===== src/rtl/ccd_seq_pkg.sv =====
package ccd_seq_pkg;
  typedef enum logic [1:0] {
    TAG_DUMMY  = 2'b00,
    TAG_DARK   = 2'b01,
    TAG_ACTIVE = 2'b10
  } pix_tag_e;

  typedef enum logic [2:0] {
    ST_IDLE, ST_INTEG, ST_V1, ST_V2, ST_SETTLE, ST_PIX
  } seq_state_e;
endpackage


===== src/rtl/ccd_pix_tagger.sv =====
module ccd_pix_tagger import ccd_seq_pkg::*; #(
  parameter int COL_W       = 10,
  parameter int DUMMY_HEAD  = 4,
  parameter int DARK_HEAD   = 4,
  parameter int ACTIVE_PIX  = 512,
  parameter int DARK_TAIL   = 8
) (
  input  logic [COL_W-1:0] col_i,
  output pix_tag_e         tag_o
);
  localparam logic [31:0] B_DARK0 = 32'(DUMMY_HEAD);
  localparam logic [31:0] B_ACT   = 32'(DUMMY_HEAD + DARK_HEAD);
  localparam logic [31:0] B_DARK1 = 32'(DUMMY_HEAD + DARK_HEAD + ACTIVE_PIX);
  localparam logic [31:0] B_DUM1  = 32'(DUMMY_HEAD + DARK_HEAD + ACTIVE_PIX + DARK_TAIL);

  logic [31:0] c;
  always_comb begin
    c = 32'(col_i);
    if (c < B_DARK0)      tag_o = TAG_DUMMY;
    else if (c < B_ACT)   tag_o = TAG_DARK;
    else if (c < B_DARK1) tag_o = TAG_ACTIVE;
    else if (c < B_DUM1)  tag_o = TAG_DARK;
    else                  tag_o = TAG_DUMMY;
  end
endmodule


===== src/rtl/ccd_pix_timer.sv =====
module ccd_pix_timer #(
  parameter int DUR_W = 16
) (
  input  logic             clk_i,
  input  logic             rst_ni,
  input  logic             en_i,
  input  logic [DUR_W-1:0] period_i,
  input  logic [DUR_W-1:0] rwidth_i,
  output logic             h_phase_o,
  output logic             rst_o,
  output logic             smp_rst_o,
  output logic             smp_sig_o,
  output logic             first_o,
  output logic             last_o
);
  logic [DUR_W-1:0] pcnt_q;

  assign last_o    = en_i && (pcnt_q == period_i - DUR_W'(1));
  assign first_o   = en_i && (pcnt_q == '0);
  assign h_phase_o = en_i && (pcnt_q < (period_i >> 1));
  assign rst_o     = en_i && (pcnt_q < rwidth_i);
  assign smp_rst_o = en_i && (pcnt_q == rwidth_i);
  assign smp_sig_o = last_o;

  always_ff @(posedge clk_i or negedge rst_ni) begin
    if (!rst_ni)                pcnt_q <= '0;
    else if (!en_i || last_o)   pcnt_q <= '0;
    else                        pcnt_q <= pcnt_q + DUR_W'(1);
  end

  AST_PCNT_BOUND: assert property (@(posedge clk_i) disable iff (!rst_ni)
    en_i |-> (pcnt_q < period_i));
  AST_SMP_AFTER_RST: assert property (@(posedge clk_i) disable iff (!rst_ni)
    (smp_rst_o && $past(en_i)) |-> $past(rst_o));
endmodule


===== src/rtl/ccd_seq_top.sv =====
module ccd_seq_top import ccd_seq_pkg::*; #(
  parameter int N_LINES     = 520,
  parameter int DUMMY_HEAD  = 4,
  parameter int DARK_HEAD   = 4,
  parameter int ACTIVE_PIX  = 512,
  parameter int DARK_TAIL   = 8,
  parameter int DUMMY_TAIL  = 2,
  parameter int INT_W       = 24,
  parameter int DUR_W       = 16,
  parameter int N_COUNTS    = DUMMY_HEAD + DARK_HEAD + ACTIVE_PIX + DARK_TAIL + DUMMY_TAIL,
  parameter int ROW_W       = (N_LINES  > 1) ? $clog2(N_LINES)  : 1,
  parameter int COL_W       = (N_COUNTS > 1) ? $clog2(N_COUNTS) : 1
) (
  input  logic             clk_i,
  input  logic             rst_ni,
  input  logic             start_i,
  input  logic             abort_i,
  input  logic [INT_W-1:0] int_len_i,
  input  logic [DUR_W-1:0] v_width_i,
  input  logic [DUR_W-1:0] settle_i,
  input  logic [DUR_W-1:0] pix_period_i,
  input  logic [DUR_W-1:0] rst_width_i,
  output logic             v1_o,
  output logic             v2_o,
  output logic             h1_o,
  output logic             h2_o,
  output logic             rst_o,
  output logic             busy_o,
  output logic             frame_o,
  output logic             line_o,
  output logic             smp_rst_o,
  output logic             smp_sig_o,
  output logic [1:0]       tag_o,
  output logic [ROW_W-1:0] row_o,
  output logic [COL_W-1:0] col_o
);
  localparam logic [ROW_W-1:0] LAST_ROW = ROW_W'(N_LINES - 1);
  localparam logic [COL_W-1:0] LAST_COL = COL_W'(N_COUNTS - 1);

  seq_state_e       state_q;
  logic [INT_W-1:0] tcnt_q, ti_q, dur_sel;
  logic [DUR_W-1:0] tv_q, ts_q, tp_q, tw_q;
  logic [ROW_W-1:0] row_q;
  logic [COL_W-1:0] col_q;
  logic             seg_done, pix_en, pix_last, pix_first, h_phase, rst_pulse;
  pix_tag_e         tag;

  function automatic logic [DUR_W-1:0] nz_d(input logic [DUR_W-1:0] x);
    return (x == '0) ? DUR_W'(1) : x;
  endfunction

  always_comb begin
    unique case (state_q)
      ST_INTEG:     dur_sel = ti_q;
      ST_V1, ST_V2: dur_sel = INT_W'(tv_q);
      ST_SETTLE:    dur_sel = INT_W'(ts_q);
      default:      dur_sel = INT_W'(1);
    endcase
  end
  assign seg_done = (tcnt_q == dur_sel - INT_W'(1));
  assign pix_en   = (state_q == ST_PIX);

  always_ff @(posedge clk_i or negedge rst_ni) begin
    if (!rst_ni) begin
      state_q <= ST_IDLE;
      tcnt_q  <= '0;
      ti_q    <= INT_W'(1);
      tv_q    <= DUR_W'(1);
      ts_q    <= DUR_W'(1);
      tp_q    <= DUR_W'(1);
      tw_q    <= DUR_W'(1);
      row_q   <= '0;
      col_q   <= '0;
    end else if (abort_i) begin
      state_q <= ST_IDLE;
      tcnt_q  <= '0;
      row_q   <= '0;
      col_q   <= '0;
    end else begin
      unique case (state_q)
        ST_IDLE: if (start_i) begin
          state_q <= ST_INTEG;
          tcnt_q  <= '0;
          ti_q    <= (int_len_i == '0) ? INT_W'(1) : int_len_i;
          tv_q    <= nz_d(v_width_i);
          ts_q    <= nz_d(settle_i);
          tp_q    <= nz_d(pix_period_i);
          tw_q    <= nz_d(rst_width_i);
        end
        ST_INTEG, ST_V1, ST_V2, ST_SETTLE: begin
          if (seg_done) begin
            tcnt_q <= '0;
            unique case (state_q)
              ST_INTEG: state_q <= ST_V1;
              ST_V1:    state_q <= ST_V2;
              ST_V2:    state_q <= ST_SETTLE;
              default:  state_q <= ST_PIX;
            endcase
          end else begin
            tcnt_q <= tcnt_q + INT_W'(1);
          end
        end
        ST_PIX: if (pix_last) begin
          if (col_q == LAST_COL) begin
            col_q <= '0;
            if (row_q == LAST_ROW) begin
              row_q   <= '0;
              state_q <= ST_IDLE;
            end else begin
              row_q   <= row_q + ROW_W'(1);
              state_q <= ST_V1;
            end
          end else begin
            col_q <= col_q + COL_W'(1);
          end
        end
        default: state_q <= ST_IDLE;
      endcase
    end
  end

  ccd_pix_timer #(.DUR_W(DUR_W)) u_pix (
    .clk_i     (clk_i),
    .rst_ni    (rst_ni),
    .en_i      (pix_en),
    .period_i  (tp_q),
    .rwidth_i  (tw_q),
    .h_phase_o (h_phase),
    .rst_o     (rst_pulse),
    .smp_rst_o (smp_rst_o),
    .smp_sig_o (smp_sig_o),
    .first_o   (pix_first),
    .last_o    (pix_last)
  );

  ccd_pix_tagger #(
    .COL_W(COL_W), .DUMMY_HEAD(DUMMY_HEAD), .DARK_HEAD(DARK_HEAD),
    .ACTIVE_PIX(ACTIVE_PIX), .DARK_TAIL(DARK_TAIL)
  ) u_tag (
    .col_i (col_q),
    .tag_o (tag)
  );

  assign v1_o    = (state_q == ST_V1);
  assign v2_o    = (state_q == ST_V2);
  assign h1_o    = pix_en && h_phase;
  assign h2_o    = pix_en && !h_phase;
  assign rst_o   = rst_pulse;
  assign busy_o  = (state_q != ST_IDLE);
  assign frame_o = v1_o && (row_q == '0) && (tcnt_q == '0);
  assign line_o  = pix_first && (col_q == '0);
  assign tag_o   = tag;
  assign row_o   = row_q;
  assign col_o   = col_q;

  AST_ABORT_IDLE: assert property (@(posedge clk_i) disable iff (!rst_ni)
    abort_i |=> !(v1_o || v2_o || h1_o || h2_o || rst_o || busy_o));
  AST_START_IGNORED: assert property (@(posedge clk_i) disable iff (!rst_ni)
    (busy_o && !abort_i) |=> ($stable(tp_q) && $stable(tv_q) && $stable(ts_q) && $stable(tw_q) && $stable(ti_q)));
  AST_V_ORDER: assert property (@(posedge clk_i) disable iff (!rst_ni)
    $rose(v2_o) |-> $past(v1_o));
  AST_BUSY_END: assert property (@(posedge clk_i) disable iff (!rst_ni)
    ($fell(busy_o) && !$past(abort_i)) |-> $past(smp_sig_o));
  AST_LINE_HEAD: assert property (@(posedge clk_i) disable iff (!rst_ni)
    line_o |-> (rst_o && col_o == '0));
  AST_ROW_STEP: assert property (@(posedge clk_i) disable iff (!rst_ni)
    !$stable(row_q) |-> ((row_q == $past(row_q) + ROW_W'(1)) || (row_q == '0)));
endmodule


===== config.mk =====
export PLATFORM = sky130hd
export DESIGN_NAME = ccd_seq_top
export DESIGN_NICKNAME = d
export VERILOG_FILES = /design/src/rtl/ccd_seq_pkg.sv /design/src/rtl/ccd_pix_tagger.sv /design/src/rtl/ccd_pix_timer.sv /design/src/rtl/ccd_seq_top.sv
export SDC_FILE = /design/constraint.sdc
export NUM_CORES = 1
export LEC_CHECK = 0
export BUFFER_PORTS_ARGS = -buffer_cell sky130_fd_sc_hd__buf_2
export CORE_ASPECT_RATIO = 1.25
export CORE_MARGIN = 1.5
export CORE_UTILIZATION = 54
export DETAILED_ROUTE_END_ITERATION = 8
export MAX_ROUTING_LAYER = met4
export PLACE_DENSITY = 0.78
export SLEW_MARGIN = 25
export SYNTH_ARGS = -nofsm -noshare
export SYNTH_HDL_FRONTEND = slang
export SYNTH_SLANG_ARGS = --single-unit

===== constraint.sdc =====
create_clock -name clk_i -period 4.1 [get_ports clk_i]
set_clock_uncertainty 0.05 [all_clocks]
set_input_delay 0.82 -clock clk_i [delete_from_list [all_inputs] [get_ports clk_i]]
set_output_delay 0.82 -clock clk_i [all_outputs]
set_load 0.005 [all_outputs]

==> out/metrics.csv <==
stage;metric;value;unit
sta;part of the cycle the worst path needs;100.6;%
sta;final setup violation count;2;
clock_network;total clock buffers created by CTS;17;
clock_network;clock tree from TritonCTS;yes;
cells_and_area;Antenna diodes;0;
sta;max-slew headroom at the worst pin;50.11;%
drt;DRT Wirelength;30290;microns
die;area of the core;0.01885;sq mm
drt;count of unresolved DRC violations after routing;0;
critical_path;Worst R2R End;state_q[0]$_DFFE_PN0P_;
clock_network;cell at the root of the clock tree;sky130_fd_sc_hd__clkbuf_16;
cells_and_area;share of post-route cells with drive strength above 1;30.54;%
die;die area;0.02016;sq mm
placed_design;routability-driven placement congestion ratio;0.9953;
status;outcome;finished with violations;
logic_synthesis;total of flip-flops plus latches after synthesis;151;
critical_path;register-to-register setup slack;-0.03;ns
critical_path;arrival time of the worst setup path;4.43;ns
global_route;via count of the first global-routing pass;9091;
drt;number of design-rule violations left by the first detailed-router iteration;778;
sta;RSZ-0062 raised after global routing;true;
logic_synthesis;mean instance size in the synthesized netlist;9.363;sq um
logic_synthesis;cell accounting for the most synthesized area;sky130_fd_sc_hd__dfrtp_1;
job;number of max-cap violations;0;
cells_and_area;core occupancy in the finished layout;66.99;%
clock_network;Clock Sinks;151;
drt;number of detailed-routing iterations run before antenna repair;6;
sta;Min Clock Period, post-route;4.126;ns
clock_network;count of hold-fix buffers inserted at cts;0;
critical_path;depth of the worst register-to-register path;17;
status;failing checks;negative setup slack;
worst_hold_path;hold crit path type;input pin to asynchronous set/reset pin;
logic_synthesis;count of synthesis-stage warnings from yosys;0;
critical_path;highest fanout seen on the critical path;10;
cells_and_area;Sequential Area;0.003791;sq mm
cells_and_area;area taken by multi-input logic gates;0.006451;sq mm
critical_path;CP startpoint kind;flip-flop;
global_route;combined global-route utilization of all metal layers;30.46;%
sta;Total Negative Setup Slacks;-0.03096;ns
placed_design;HPWL reported at the end of detailed placement;21750;microns
critical_path;worst flop-to-flop path startpoint;state_q[1]$_DFFE_PN0P_;
logic_synthesis;number of enable flip-flop cells after synthesis;0;
clock_network;maximum level of the CTS H-tree;4;
logic_synthesis;most instantiated flip-flop cell in the synthesis netlist;sky130_fd_sc_hd__dfrtp_1;
cells_and_area;synthesis-to-layout area growth;21.05;%
logic_synthesis;cell area after synthesis;0.01043;sq mm
logic_synthesis;cell count after synthesis;1114;
clock_network;clock transition time at the flip-flop clock pins of the worst setup and hold paths;0.07;ns
drt;detailed-route wire length per cell;19.90;microns
sta;final hold slack;0.3128;ns
drt;vias;9437;
sta;upper clock frequency limit;242.4;MHz
sta;number of pins exceeding their max-slew limit in the final report;0;
logic_synthesis;synth unique cells;83;
sta;crit path setup slack, layout;-0.02622;ns
critical_path;sort of element at the end of the critical path;flip-flop;
global_route;wire length of the first global-routing pass;46560;microns
cells_and_area;fillcell total;1443;
power_and_ir_drop;Power per Cell Area;659.8;mW/mm^2
die;die span in y;158.4;microns
logic_synthesis;area share of the largest cell type after synthesis;35.03;%
critical_path;Critical Setup Path Class;flip-flop to flip-flop;
global_route;final global-route overflow total;0;
power_and_ir_drop;post-layout power;8331;uW
power_and_ir_drop;leakage power summed over all cells;0.005779;uW
cells_and_area;Net count, final;1410;
power_and_ir_drop;Max VDD drop;0.3763;mV
sta;final hold violation count;0;
global_route;maximum number of pins on one net before global-route repair;95;
placed_design;Port Buffer Count;123;
sta;measured slew at the worst slew-check pin;0.7415;ns
die;starting density of the core;55.34;%
logic_synthesis;largest cells by area after synthesis;sky130_fd_sc_hd__dfrtp_1 (35%), sky130_fd_sc_hd__mux2_2 (9.1%), sky130_fd_sc_hd__ha_1 (4.9%);
drt;post-DR vias/cell;6.200;
clock_network;insertion delay to the later sink of the worst-skew pair;0.44;ns
logic_synthesis;Seq/Total Area, Yosys;36.29;%
die;Chip Width;127.3;microns
global_route;initial antenna violation count;1;
clock_network;maximum count of clock buffers along a single path;2;
logic_synthesis;synthesized net count;1247;
die;std cell rows;56;
logic_synthesis;Post-synth ARST share;100.0;%
die;top-level I/O count;124;
drt;Final ANT Viol Nets;0;
critical_path;Required @ worst endpoint;4.40;ns
[cells in the final DEF (no fill, tap or decap), drive strengths merged, types with 13 or more instances in the layout]
cell / synthesis / routed
xor2: 35 / 35
nor2b: 17 / 17
o21ai: 52 / 52
clkbuf: 38 / 23
a21oi: 25 / 25
and3b: 13 / 13
a21o: 18 / 18
nor3: 34 / 34
buf: 17 / 196
nand2b: 21 / 21
ha: 41 / 41
a211oi: 14 / 14
nand4: 25 / 25
mux2: 86 / 86
and3: 27 / 27
xnor2: 40 / 40
nor4: 41 / 41
nand2: 70 / 70
nor2: 94 / 94
inv: 54 / 58
nand3: 54 / 54
dfrtp: 146 / 146
[worst max path at each step]
stage,startpoint,endpoint,slack [ns]
2_1_floorplan,state_q[0]$_DFFE_PN0P_,state_q[0]$_DFFE_PN0P_,0.005
3_3_place_gp,state_q[1]$_DFFE_PN0P_,state_q[1]$_DFFE_PN0P_,0.08
3_5_place_dp,state_q[1]$_DFFE_PN0P_,state_q[1]$_DFFE_PN0P_,-0.16
4_1_cts,tp_q[6]$_DFFE_PN0P_,smp_sig_o,0.007
5_1_grt,state_q[0]$_DFFE_PN0P_,state_q[0]$_DFFE_PN0P_,-0.16
6_report,state_q[1]$_DFFE_PN0P_,state_q[0]$_DFFE_PN0P_,-0.03
[logic make-up (layout without fill, tap and decap cells)]
family | after synthesis | count (layout) | synth area share [%]
simple gates | 469 | 469 | 25.83
compound gates | 176 | 176 | 12.38
flops | 151 | 151 | 36.29
buf+inv | 109 | 285 | 4.259
mux | 93 | 93 | 10.03
xor+xnor | 75 | 75 | 6.298
fa+ha+maj | 41 | 41 | 4.918
[report_power, final]
| part | leakage [uW] | internal, uW | switching, uW |
|---|---|---|---|
| combinational | 0.00360 | 2080 | 2260 |
| clock | 0.000287 | 877 | 667 |
| sequential | 0.00189 | 1980 | 466 |
| total | 0.00578 | 4940 | 3390 |
[repair_timing]
item | 4_1_cts | 5_1_grt
cloned | 0 | 3
endpoints found under the setup margin | 22 | 27
hold endpoints to repair | 0 | 0
setup buffers | 1 | 25
pin swaps | 1 | 20
gates resized for setup | 11 | 43
[critical path, cell delays in order, from the launching register on]
cell,delay [ns]
sky130_fd_sc_hd__dfrtp_2,0.46
sky130_fd_sc_hd__buf_12,0.16
sky130_fd_sc_hd__and3b_2,0.22
sky130_fd_sc_hd__a211oi_4,0.28
sky130_fd_sc_hd__ha_4,0.21
sky130_fd_sc_hd__inv_4,0.04
sky130_fd_sc_hd__nor4_4,0.27
sky130_fd_sc_hd__nand4_2,0.16
sky130_fd_sc_hd__nor3_4,0.24
sky130_fd_sc_hd__buf_6,0.15
sky130_fd_sc_hd__nand3_4,0.08
sky130_fd_sc_hd__mux2i_1,0.23
sky130_fd_sc_hd__buf_4,0.14
sky130_fd_sc_hd__and4_1,0.19
sky130_fd_sc_hd__nand4_1,0.10
sky130_fd_sc_hd__or4_4,0.46
sky130_fd_sc_hd__or4b_4,0.53
sky130_fd_sc_hd__o2111ai_2,0.07
[Yosys cell counts (5+ instances only)]
master / count
sky130_fd_sc_hd__a211o_1: 7
sky130_fd_sc_hd__a211oi_2: 8
sky130_fd_sc_hd__a21o_1: 18
sky130_fd_sc_hd__a21oi_1: 25
sky130_fd_sc_hd__a31oi_1: 6
sky130_fd_sc_hd__a41oi_1: 7
sky130_fd_sc_hd__and2_1: 7
sky130_fd_sc_hd__and3_1: 27
sky130_fd_sc_hd__and3b_1: 13
sky130_fd_sc_hd__and4bb_2: 8
sky130_fd_sc_hd__buf_2: 10
sky130_fd_sc_hd__clkbuf_1: 38
sky130_fd_sc_hd__dfrtp_1: 146
sky130_fd_sc_hd__dfstp_2: 5
sky130_fd_sc_hd__ha_1: 41
sky130_fd_sc_hd__inv_1: 54
sky130_fd_sc_hd__mux2_2: 84
sky130_fd_sc_hd__mux2i_1: 7
sky130_fd_sc_hd__nand2_1: 70
sky130_fd_sc_hd__nand2b_1: 21
sky130_fd_sc_hd__nand3_1: 53
sky130_fd_sc_hd__nand4_1: 21
sky130_fd_sc_hd__nor2_1: 93
sky130_fd_sc_hd__nor2b_1: 17
sky130_fd_sc_hd__nor3_1: 31
sky130_fd_sc_hd__nor3b_1: 5
sky130_fd_sc_hd__nor4_1: 39
sky130_fd_sc_hd__nor4b_1: 7
sky130_fd_sc_hd__nor4bb_1: 9
sky130_fd_sc_hd__o211ai_1: 5
sky130_fd_sc_hd__o21ai_0: 52
sky130_fd_sc_hd__o31ai_1: 5
sky130_fd_sc_hd__or2_2: 5
sky130_fd_sc_hd__or3_1: 8
sky130_fd_sc_hd__or4_1: 5
sky130_fd_sc_hd__xnor2_1: 40
sky130_fd_sc_hd__xor2_1: 35
[routing by layer]
layer | track usage, % | vias up | share of wire, %
met5 | - | - | 0
met4 | 12.12 | 0 | 3.9
met3 | 5.141 | 90 | 4.9
met2 | 53.28 | 335 | 52
met1 | 34.92 | 4621 | 39
li1 | - | 4391 | -
[registers in the layout (all words and copies together) (netlist names)]
name	count
tw_q	16
ti_q	24
tcnt_q	24
tv_q	16
col_o	10
row_o	10
tp_q	16
u_pix.pcnt_q	16
state_q	3
ts_q	16
[layout make-up]
| class | instances | area share [%] |
|---|---|---|
| multi-input combinational | 854 | 51.09 |
| sequential | 151 | 30.03 |
| timing repair buffer | 199 | 10.41 |
| clock buffer | 20 | 3.617 |
| tap | 232 | 2.299 |
| inverter | 54 | 1.625 |
| clock inverter | 12 | 0.9315 |
[per-stage QoR]
step | area (sq um) | worst slack [ns] | std cells
floorplan | 10440 | 0.005253 | 1114
global placement | 11520 | 0.08445 | 1463
detailed placement | 11520 | -0.1626 | 1463
CTS | 12160 | 0.006533 | 1496
global route | 12630 | -0.1648 | 1522
finish | 12630 | -0.02622 | 1522
Note: power is estimated with default switching activity, not from simulation.
